`config.mk`:
```
export PLATFORM = sky130hd
export DESIGN_NAME = tmr8_unit
export DESIGN_NICKNAME = d
export VERILOG_FILES = /design/src/rtl/tmr8_pkg.sv /design/src/rtl/tmr8_cfg_regs.sv /design/src/rtl/tmr8_count_core.sv /design/src/rtl/tmr8_irq_ctl.sv /design/src/rtl/tmr8_unit.sv
export SDC_FILE = /design/constraint.sdc
export NUM_CORES = 1
export LEC_CHECK = 0
export BUFFER_PORTS_ARGS = -buffer_cell sky130_fd_sc_hd__buf_2
export CAP_MARGIN = 20
export CORE_MARGIN = 2
export CORE_UTILIZATION = 54
export CTS_CLUSTER_SIZE = 10
export DETAILED_ROUTE_END_ITERATION = 8
export GPL_ROUTABILITY_DRIVEN = 0
export GPL_TIMING_DRIVEN = 0
export PLACE_DENSITY_LB_ADDON = 0.2
export SKIP_LAST_GASP = 1
export SYNTH_ARGS = -nofsm -noshare
export SYNTH_HDL_FRONTEND = slang
export SYNTH_SLANG_ARGS = --single-unit
```
`constraint.sdc`:
```
create_clock -name clk -period 4.3 [get_ports clk]
set_input_delay 0.86 -clock clk [delete_from_list [all_inputs] [get_ports clk]]
set_output_delay 0.86 -clock clk [all_outputs]
set_load 0.05 [all_outputs]
```
`src/rtl/tmr8_pkg.sv`:
```
package tmr8_pkg;

    localparam int TMR_DW = 8;
    localparam int TMR_AW = 3;
    localparam int N_SRC  = 3;

    // flag / mask bit positions
    localparam int FLG_OVF = 0;
    localparam int FLG_CMA = 1;
    localparam int FLG_CMB = 2;

    // register addresses
    localparam logic [TMR_AW-1:0] RA_CNT  = 3'd0;
    localparam logic [TMR_AW-1:0] RA_CMPA = 3'd1;
    localparam logic [TMR_AW-1:0] RA_CMPB = 3'd2;
    localparam logic [TMR_AW-1:0] RA_CTRL = 3'd3;
    localparam logic [TMR_AW-1:0] RA_FLAG = 3'd4;
    localparam logic [TMR_AW-1:0] RA_MASK = 3'd5;

    localparam logic [2:0] CS_RUN = 3'd1;

    typedef enum logic [1:0] {
        MODE_NORMAL   = 2'd0,
        MODE_PC_PWM   = 2'd1,
        MODE_CTC      = 2'd2,
        MODE_FAST_PWM = 2'd3
    } tmr_mode_e;

    typedef struct packed {
        logic [2:0] clk_sel;
        tmr_mode_e  mode;
    } tmr_ctrl_t;

    // event vector laid out on the flag bit positions
    typedef struct packed {
        logic cmb;
        logic cma;
        logic ovf;
    } tmr_evt_t;

    function automatic logic [7:0] pack_ctrl(input tmr_ctrl_t c);
        return {1'b0, c.clk_sel, 2'b00, c.mode};
    endfunction

    function automatic tmr_ctrl_t unpack_ctrl(input logic [7:0] d);
        tmr_ctrl_t c;
        c.clk_sel = d[6:4];
        c.mode    = tmr_mode_e'(d[1:0]);
        return c;
    endfunction

endpackage

```
`src/rtl/tmr8_cfg_regs.sv`:
```
module tmr8_cfg_regs
    import tmr8_pkg::*;
#(
    parameter int DW = TMR_DW,
    parameter int AW = TMR_AW
) (
    input  logic          clk,
    input  logic          rst,
    input  logic          wr_en,
    input  logic [AW-1:0] wr_addr,
    input  logic [DW-1:0] wr_data,
    output logic [DW-1:0] cmp_a,
    output logic [DW-1:0] cmp_b,
    output tmr_ctrl_t     ctrl,
    output logic [N_SRC-1:0] mask
);

    always_ff @(posedge clk) begin
        if (rst) begin
            cmp_a <= '0;
            cmp_b <= '0;
            ctrl  <= '0;
            mask  <= '0;
        end else if (wr_en) begin
            case (wr_addr)
                RA_CMPA: cmp_a <= wr_data;
                RA_CMPB: cmp_b <= wr_data;
                RA_CTRL: ctrl  <= unpack_ctrl(wr_data[7:0]);
                RA_MASK: mask  <= wr_data[N_SRC-1:0];
                default: ;
            endcase
        end
    end

endmodule

```
`src/rtl/tmr8_count_core.sv`:
```
module tmr8_count_core
    import tmr8_pkg::*;
#(
    parameter int DW = TMR_DW
) (
    input  logic          clk,
    input  logic          rst,
    input  tmr_ctrl_t     ctrl,
    input  logic [DW-1:0] cmp_a,
    input  logic [DW-1:0] cmp_b,
    input  logic          ld_en,
    input  logic [DW-1:0] ld_val,
    output logic [DW-1:0] cnt,
    output tmr_evt_t      evt
);

    logic [DW-1:0] cnt_q;
    logic [DW-1:0] cnt_inc;
    logic          tick;
    logic          ctc_clr;

    assign tick    = (ctrl.clk_sel == CS_RUN) && !ld_en;
    assign cnt_inc = cnt_q + DW'(1);

    always_comb begin
        evt.ovf = tick && (&cnt_q);
        evt.cma = tick && (cnt_inc == cmp_a);
        evt.cmb = tick && (cnt_inc == cmp_b);
        ctc_clr = (ctrl.mode == MODE_CTC) && evt.cma;
    end

    always_ff @(posedge clk) begin
        if (rst)
            cnt_q <= '0;
        else if (ld_en)
            cnt_q <= ld_val;
        else if (tick)
            cnt_q <= ctc_clr ? '0 : cnt_inc;
    end

    assign cnt = cnt_q;

    AST_STOP_HOLD: assert property (@(posedge clk) disable iff (rst)
        (!ld_en && ctrl.clk_sel != CS_RUN) |=> $stable(cnt_q));

    AST_CTC_CLEAR: assert property (@(posedge clk) disable iff (rst)
        (!ld_en && ctrl.clk_sel == CS_RUN && ctrl.mode == MODE_CTC &&
         (cnt_q + DW'(1)) == cmp_a) |=> (cnt_q == '0));

    AST_LOAD_WINS: assert property (@(posedge clk) disable iff (rst)
        ld_en |=> (cnt_q == $past(ld_val)));

endmodule

```
`src/rtl/tmr8_irq_ctl.sv`:
```
module tmr8_irq_ctl
    import tmr8_pkg::*;
(
    input  logic             clk,
    input  logic             rst,
    input  tmr_evt_t         evt,
    input  logic             w1c_en,
    input  logic [N_SRC-1:0] w1c_bits,
    input  logic [N_SRC-1:0] mask,
    input  logic             gie,
    input  logic             ack,
    output logic [N_SRC-1:0] flags,
    output logic             irq,
    output logic [1:0]       irq_id
);

    logic [N_SRC-1:0] set_vec;
    logic [N_SRC-1:0] flags_q;
    logic [N_SRC-1:0] pend;
    logic [N_SRC-1:0] grant;
    logic [N_SRC-1:0] ack_clr;

    assign set_vec = evt;
    assign pend    = gie ? (flags_q & mask) : '0;

    // fixed priority: compare A, compare B, overflow
    always_comb begin
        grant  = '0;
        irq_id = 2'(FLG_OVF);
        if (pend[FLG_CMA]) begin
            grant[FLG_CMA] = 1'b1;
            irq_id = 2'(FLG_CMA);
        end else if (pend[FLG_CMB]) begin
            grant[FLG_CMB] = 1'b1;
            irq_id = 2'(FLG_CMB);
        end else if (pend[FLG_OVF]) begin
            grant[FLG_OVF] = 1'b1;
        end
    end

    assign irq     = |pend;
    assign ack_clr = ack ? grant : '0;

    for (genvar g = 0; g < N_SRC; g++) begin : g_flag
        always_ff @(posedge clk) begin
            if (rst)
                flags_q[g] <= 1'b0;
            else if (set_vec[g])
                flags_q[g] <= 1'b1;
            else if ((w1c_en && w1c_bits[g]) || ack_clr[g])
                flags_q[g] <= 1'b0;
        end
    end

    assign flags = flags_q;

    AST_GRANT_ONEHOT: assert property (@(posedge clk) disable iff (rst)
        $onehot0(grant));

    AST_CMA_FIRST: assert property (@(posedge clk) disable iff (rst)
        (irq && flags_q[FLG_CMA] && mask[FLG_CMA]) |-> (irq_id == 2'(FLG_CMA)));

    AST_OVF_SET: assert property (@(posedge clk) disable iff (rst)
        evt.ovf |=> flags_q[FLG_OVF]);

    AST_ACK_CLEAR: assert property (@(posedge clk) disable iff (rst)
        (ack && irq && !set_vec[irq_id]) |=> !flags_q[$past(irq_id)]);

endmodule

```
`src/rtl/tmr8_unit.sv`:
```
module tmr8_unit
    import tmr8_pkg::*;
#(
    parameter int CNT_W  = TMR_DW,
    parameter int ADDR_W = TMR_AW
) (
    input  logic              clk,
    input  logic              rst,
    input  logic              wr_en,
    input  logic [ADDR_W-1:0] addr,
    input  logic [CNT_W-1:0]  wr_data,
    output logic [CNT_W-1:0]  rd_data,
    input  logic              gie,
    input  logic              ack,
    output logic              irq,
    output logic [1:0]        irq_id
);

    logic [CNT_W-1:0] cmp_a;
    logic [CNT_W-1:0] cmp_b;
    logic [CNT_W-1:0] cnt;
    tmr_ctrl_t        ctrl;
    logic [N_SRC-1:0] mask;
    logic [N_SRC-1:0] flags;
    tmr_evt_t         evt;
    logic             ld_en;
    logic             w1c_en;

    assign ld_en  = wr_en && (addr == RA_CNT);
    assign w1c_en = wr_en && (addr == RA_FLAG);

    tmr8_cfg_regs #(.DW(CNT_W), .AW(ADDR_W)) u_cfg (
        .clk     (clk),
        .rst     (rst),
        .wr_en   (wr_en),
        .wr_addr (addr),
        .wr_data (wr_data),
        .cmp_a   (cmp_a),
        .cmp_b   (cmp_b),
        .ctrl    (ctrl),
        .mask    (mask)
    );

    tmr8_count_core #(.DW(CNT_W)) u_core (
        .clk    (clk),
        .rst    (rst),
        .ctrl   (ctrl),
        .cmp_a  (cmp_a),
        .cmp_b  (cmp_b),
        .ld_en  (ld_en),
        .ld_val (wr_data),
        .cnt    (cnt),
        .evt    (evt)
    );

    tmr8_irq_ctl u_irq (
        .clk      (clk),
        .rst      (rst),
        .evt      (evt),
        .w1c_en   (w1c_en),
        .w1c_bits (wr_data[N_SRC-1:0]),
        .mask     (mask),
        .gie      (gie),
        .ack      (ack),
        .flags    (flags),
        .irq      (irq),
        .irq_id   (irq_id)
    );

    always_comb begin
        case (addr)
            RA_CNT:  rd_data = cnt;
            RA_CMPA: rd_data = cmp_a;
            RA_CMPB: rd_data = cmp_b;
            RA_CTRL: rd_data = CNT_W'(pack_ctrl(ctrl));
            RA_FLAG: rd_data = CNT_W'(flags);
            RA_MASK: rd_data = CNT_W'(mask);
            default: rd_data = '0;
        endcase
    end

    AST_IRQ_NEEDS_GIE: assert property (@(posedge clk) disable iff (rst)
        irq |-> gie);

endmodule

```
== Word level (Yosys, flattened, before mapping) ==
Index checks and enable logic that the tools add are counted.
Operators by class
  $add $sub $neg: 1
  muxes and demuxes: 20
  reductions and logical operators: 25
  bitwise gates (word level): 1
  equality and inequality tests: 9
Operators with widths (number)
  one-hot mux 8 bit (6 select lines): 1
  two-way mux 8 bit: 3
  equality test 8 bit: 2
  two-way mux 1 bit: 12
  logical AND 1 bit: 10
  adder 8 x 1 -> 8 bit, second input constant: 1
  AND reduction 2 bit: 4
  AND reduction 8 bit: 1
  nonzero test 2 bit: 4
  equality test 3 x 1 -> 1 bit, second input constant: 2
  equality test 3 x 2 -> 1 bit, second input constant: 2
  equality test 3 bit, second input constant: 2
  two-way mux 3 bit: 2
  two-way mux 2 bit: 2
  AND 3 bit: 1
  zero test 3 bit: 1
  logical OR 1 bit: 3
  OR reduction 3 bit: 1
  equality test 2 bit, second input constant: 1
  zero test 1 bit: 1
Word-level totals
  word-level logic and storage cells: 65
  output and inout port bits: 11
  register bits after elaboration: 35

== Longest topological paths before layout ==
  depth in word-level cells: 9
  mapped depth: 7
  depth with buffers taken out: 7

== Cells and area by module ==
Synthesis repeated with hierarchy kept, for this count alone.
Second synthesis, totals
  cell total of the unflattened synthesis: 249
  area, all modules: 2328.5 um^2
By module, submodules not included
  tmr8_cfg_regs: area an instance 1009.7 um^2, instances 1, cells each 90
  tmr8_count_core: area an instance 780.7 um^2, instances 1, cells each 101
  tmr8_unit: area an instance 354.1 um^2, instances 1, cells each 36
  tmr8_irq_ctl: area an instance 183.9 um^2, instances 1, cells each 22

== Worst setup path after synthesis ==
Ideal clock, no wire load.
  kind: input -> output
  start point: input addr[1]
  end point: output rd_data[2]
  cell stages on the path: 5
  setup slack: 0.848 ns
  buffers on the path: 2
  required time: 3.440 ns
  arrival: 2.592 ns
  cell sequence: clkbuf_1 -> clkbuf_1 -> nor2b_1 -> a2bb2oi_1 -> o22ai_1
Between the ends
  longest elaborated chain between the ends: 2
RTL lines
  start: declaration: RTL line tmr8_unit.sv:10  | input logic [ADDR_W-1:0] addr,
  equality test 3 bit (tied with other cells): RTL line tmr8_unit.sv:71  | case (addr)
  one-hot mux 8 bit (6 select lines) *: RTL line tmr8_unit.sv:71
  end: declaration: RTL line tmr8_unit.sv:12  | output logic [CNT_W-1:0] rd_data,
Every way passes the cells marked *; elsewhere a longest branch is shown, timed or not.

== Worst setup path in the final report ==
  start point: input addr[0]
  end point: output rd_data[1]
The elaborated chain is that of the path after synthesis.

==> flow_summary.toml <==
[status]
status = "complete, no violations"

[global_route]
busiest_layer = "met2"
grt_max_degree = 11
use_met1_pct = 35.6
grt_use_met2_pct = 47.4
grt_pass1_wl_mm = 9.55
met3_usage_pct = 7.67
track_usage_pct = 29.0
antenna_found_initial = 0
grt_overflow_total = 0
grt_pass1_vias = 1957

[timing]
rsz0062_at_grt = "no"
fin_crit_ns = 3.50
finalSetupViolCount = 0
tns_ns = 0
whs_ns = 0.489
max_freq_mhz = 286
relSlewSlack_pct = 47.8
finalHoldViolations = 0
tightest_slew_ns = 0.784
report.final.slew_viol_count = 0
finalClockSkew_ns = 0.00413
fin_crit_sh_pct = 81.4

[die]
die_h_um = 67.7
row_count = 23
pin_count = 27
start_util_pct = 55.6
die_x_um = 67.7
die-area_um2 = 4590
design.core.area_um2 = 3940

[placement]
dp.cells = 338
port_buffers = 22
place_hpwl_mm = 4.35

[drt]
antenna_left = 0
via_per_inst = 6.04
vias = 2090
wirelength_mm = 6.00
wl_per_cell_um = 17.3
drtIter0Drc = 134
firstDrtPassIters = 5
drc_errors = 0

[yosys]
seq_area_frac_synth_pct = 31.9
synth_cell_types = 52
yosysWarnings = 0
async_reset_ff_share_pct = 0
synthesis.area_um2 = 2190
synth_area_per_cell_um2 = 8.25
syn_inst = 266
ys_ff_latch = 35
syn_nets = 283
synth-main-ff-cell = "dfxtp_1"
synth_edf_count = 0

[power_and_ir_drop]
irDropWorstVdd_mv = 0.209
power_leakage_nw = 0.932
power_density_nw_per_um2 = 283

[setup_path]
r2r-end = "u_core.cnt[4]"
critPathKind = "primary input to output pin"
crit_path_end_kind = "output pin"
r2r_cells = 7
cp.required_ns = 3.44
critPathCapture = "rd_data[1]"
cp_slowest_cell = "buf_1"
arrival_ns = 2.64
crit_fanout = 10
rr_startpoint = "u_core.cnt[1]"
rrSetupSlack_ns = 1.76
critPathLaunch = "addr[0]"
cp_cell_sequence = "clkbuf_1, buf_1, nand2_1, o21ai_0, a22oi_1, o22ai_1, buf_2"
start_kind = "primary input"
cpPeakStageDelay_ns = 0.57

[clocking]
cts_sinks = 35
cts-resized-gates = 0
clockBufferDepth = 2
h-tree-depth = 2
cts_buffers = 5
clkSlewWorstSetupHoldPaths_ns = 0.07
cts_tree = "done"
postCtsSetupBuffers = 0
clk_latency_ns = 0.29
root_buffer = "clkbuf_8"
hold_buffers = 0

[final_layout]
antenna_cells = 0
drive_gt1_share_pct = 14.5
area_delta_synth_final_pct = 11.6
final_cells = 346
num-nets-final = 312

[job]
cap_violations = 0

[hold_path]
worstHoldPathType = "flip-flop to flip-flop"
-- cell usage after synthesis, drive strengths merged, types with 2 or more instances --
cell | n | area, µm²
clkbuf | 12 | 45.0
nor2 | 36 | 140
xor2 | 11 | 96.3
nand2 | 23 | 86.3
nor4b | 2 | 32.5
buf | 6 | 36.3
mux2i | 19 | 190
mux2 | 2 | 22.5
dfxtp | 35 | 701
o22ai | 2 | 12.5
and3 | 3 | 18.8
inv | 7 | 26.3
nor3 | 2 | 10.0
mux4 | 3 | 67.6
o31ai | 3 | 22.5
a22oi | 8 | 60.1
a32oi | 2 | 17.5
xnor2 | 9 | 78.8
o21ai | 7 | 35.0
nor2b | 11 | 68.8
or3 | 2 | 12.5
a21oi | 20 | 100
and2 | 3 | 18.8
a221o | 2 | 20.0
nand4 | 6 | 37.5
nand3 | 7 | 40.0
o32ai | 5 | 43.8
-- metrics by stage --
stage / utilization, % / cell area, µm² / worst slack, ns / total power [W]
after floorplan: - / 2190 / 0.848 / 0.000433
after global placement: 60.0 / 2370 / 0.835 / 0.000467
after detailed placement: 60.0 / 2370 / 0.843 / 0.000467
after CTS: 62.1 / 2450 / 0.832 / 0.000695
after global routing: 62.1 / 2450 / 0.628 / 0.000718
final: 62.1 / 2450 / 0.798 / 0.000692
-- layer usage --
layer	vias up	wire length [µm]
met3	17	443
met2	79	2780
li1	1015	-
met1	979	2610
met4	0	171
met5	-	0
-- worst min-delay path by stage --
stage	start	end	slack (ns)	cells past startpoint
2_1_floorplan	u_cfg.cmp_a[4]	u_cfg.cmp_a[4]	0.46	2
3_3_place_gp	u_cfg.cmp_a[4]	u_cfg.cmp_a[4]	0.48	2
3_5_place_dp	u_cfg.cmp_a[3]	u_cfg.cmp_a[3]	0.48	2
4_1_cts	u_cfg.cmp_a[3]	u_cfg.cmp_a[3]	0.49	2
5_1_grt	u_cfg.cmp_a[3]	u_cfg.cmp_a[3]	0.52	2
6_report	u_cfg.cmp_a[3]	u_cfg.cmp_a[3]	0.49	2
-- logic make-up after synthesis --
family	Yosys count	share of synthesized area, %
buffers and inverters	25	4.91
flip-flops	35	31.9
adder cells (fa/ha/maj)	1	0.570
AO/OA/AOI/OAI	57	17.2
XOR/XNOR	20	7.99
multiplexers	24	12.8
AND/OR/NAND/NOR	104	24.6
-- placed cells by master, fill, tap and decap left out, types with 8 or more instances in the layout --
master,count
xor2_1,11
dfxtp_1,35
clkbuf_1,14
nand2_1,23
nor2b_1,11
mux2i_1,19
buf_2,24
nor2_1,34
a22oi_1,8
a21oi_1,20
xnor2_1,9
-- where the power goes --
part / total [W] / internal, W / switching (W)
logic: 0.000120 / 0.0000448 / 0.0000750
registers: 0.000343 / 0.000334 / 0.00000890
clock network: 0.000229 / 0.000114 / 0.000116
total: 0.000692 / 0.000492 / 0.000200
-- final cells by class --
cell class	instances	area [µm²]
Timing Repair Buffer	22	110
Buffer	18	81.3
Tap cell	50	62.6
Clock inverter	1	5.00
Sequential cell	35	701
Clock buffer	7	76.3
Multi-Input combinational cell	206	1390
Fill cell	362	1500
Inverter	7	26.3
-- sequential cells by signal, indices dropped and copies added (netlist names) --
register     flops
u_core.cnt       8
u_cfg.cmp_a      8
u_cfg.ctrl       5
u_cfg.cmp_b      8
u_cfg.mask       3
u_irq.flags      3
-- worst max-delay path, delay by kind of cell --
| kind | cells | cell delay [ns] |
|---|---|---|
| buf+inv | 3 | 1.29 |
| simple gates | 1 | 0.10 |
| compound gates | 3 | 0.39 |
Note: power is estimated with default switching activity, not from simulation.
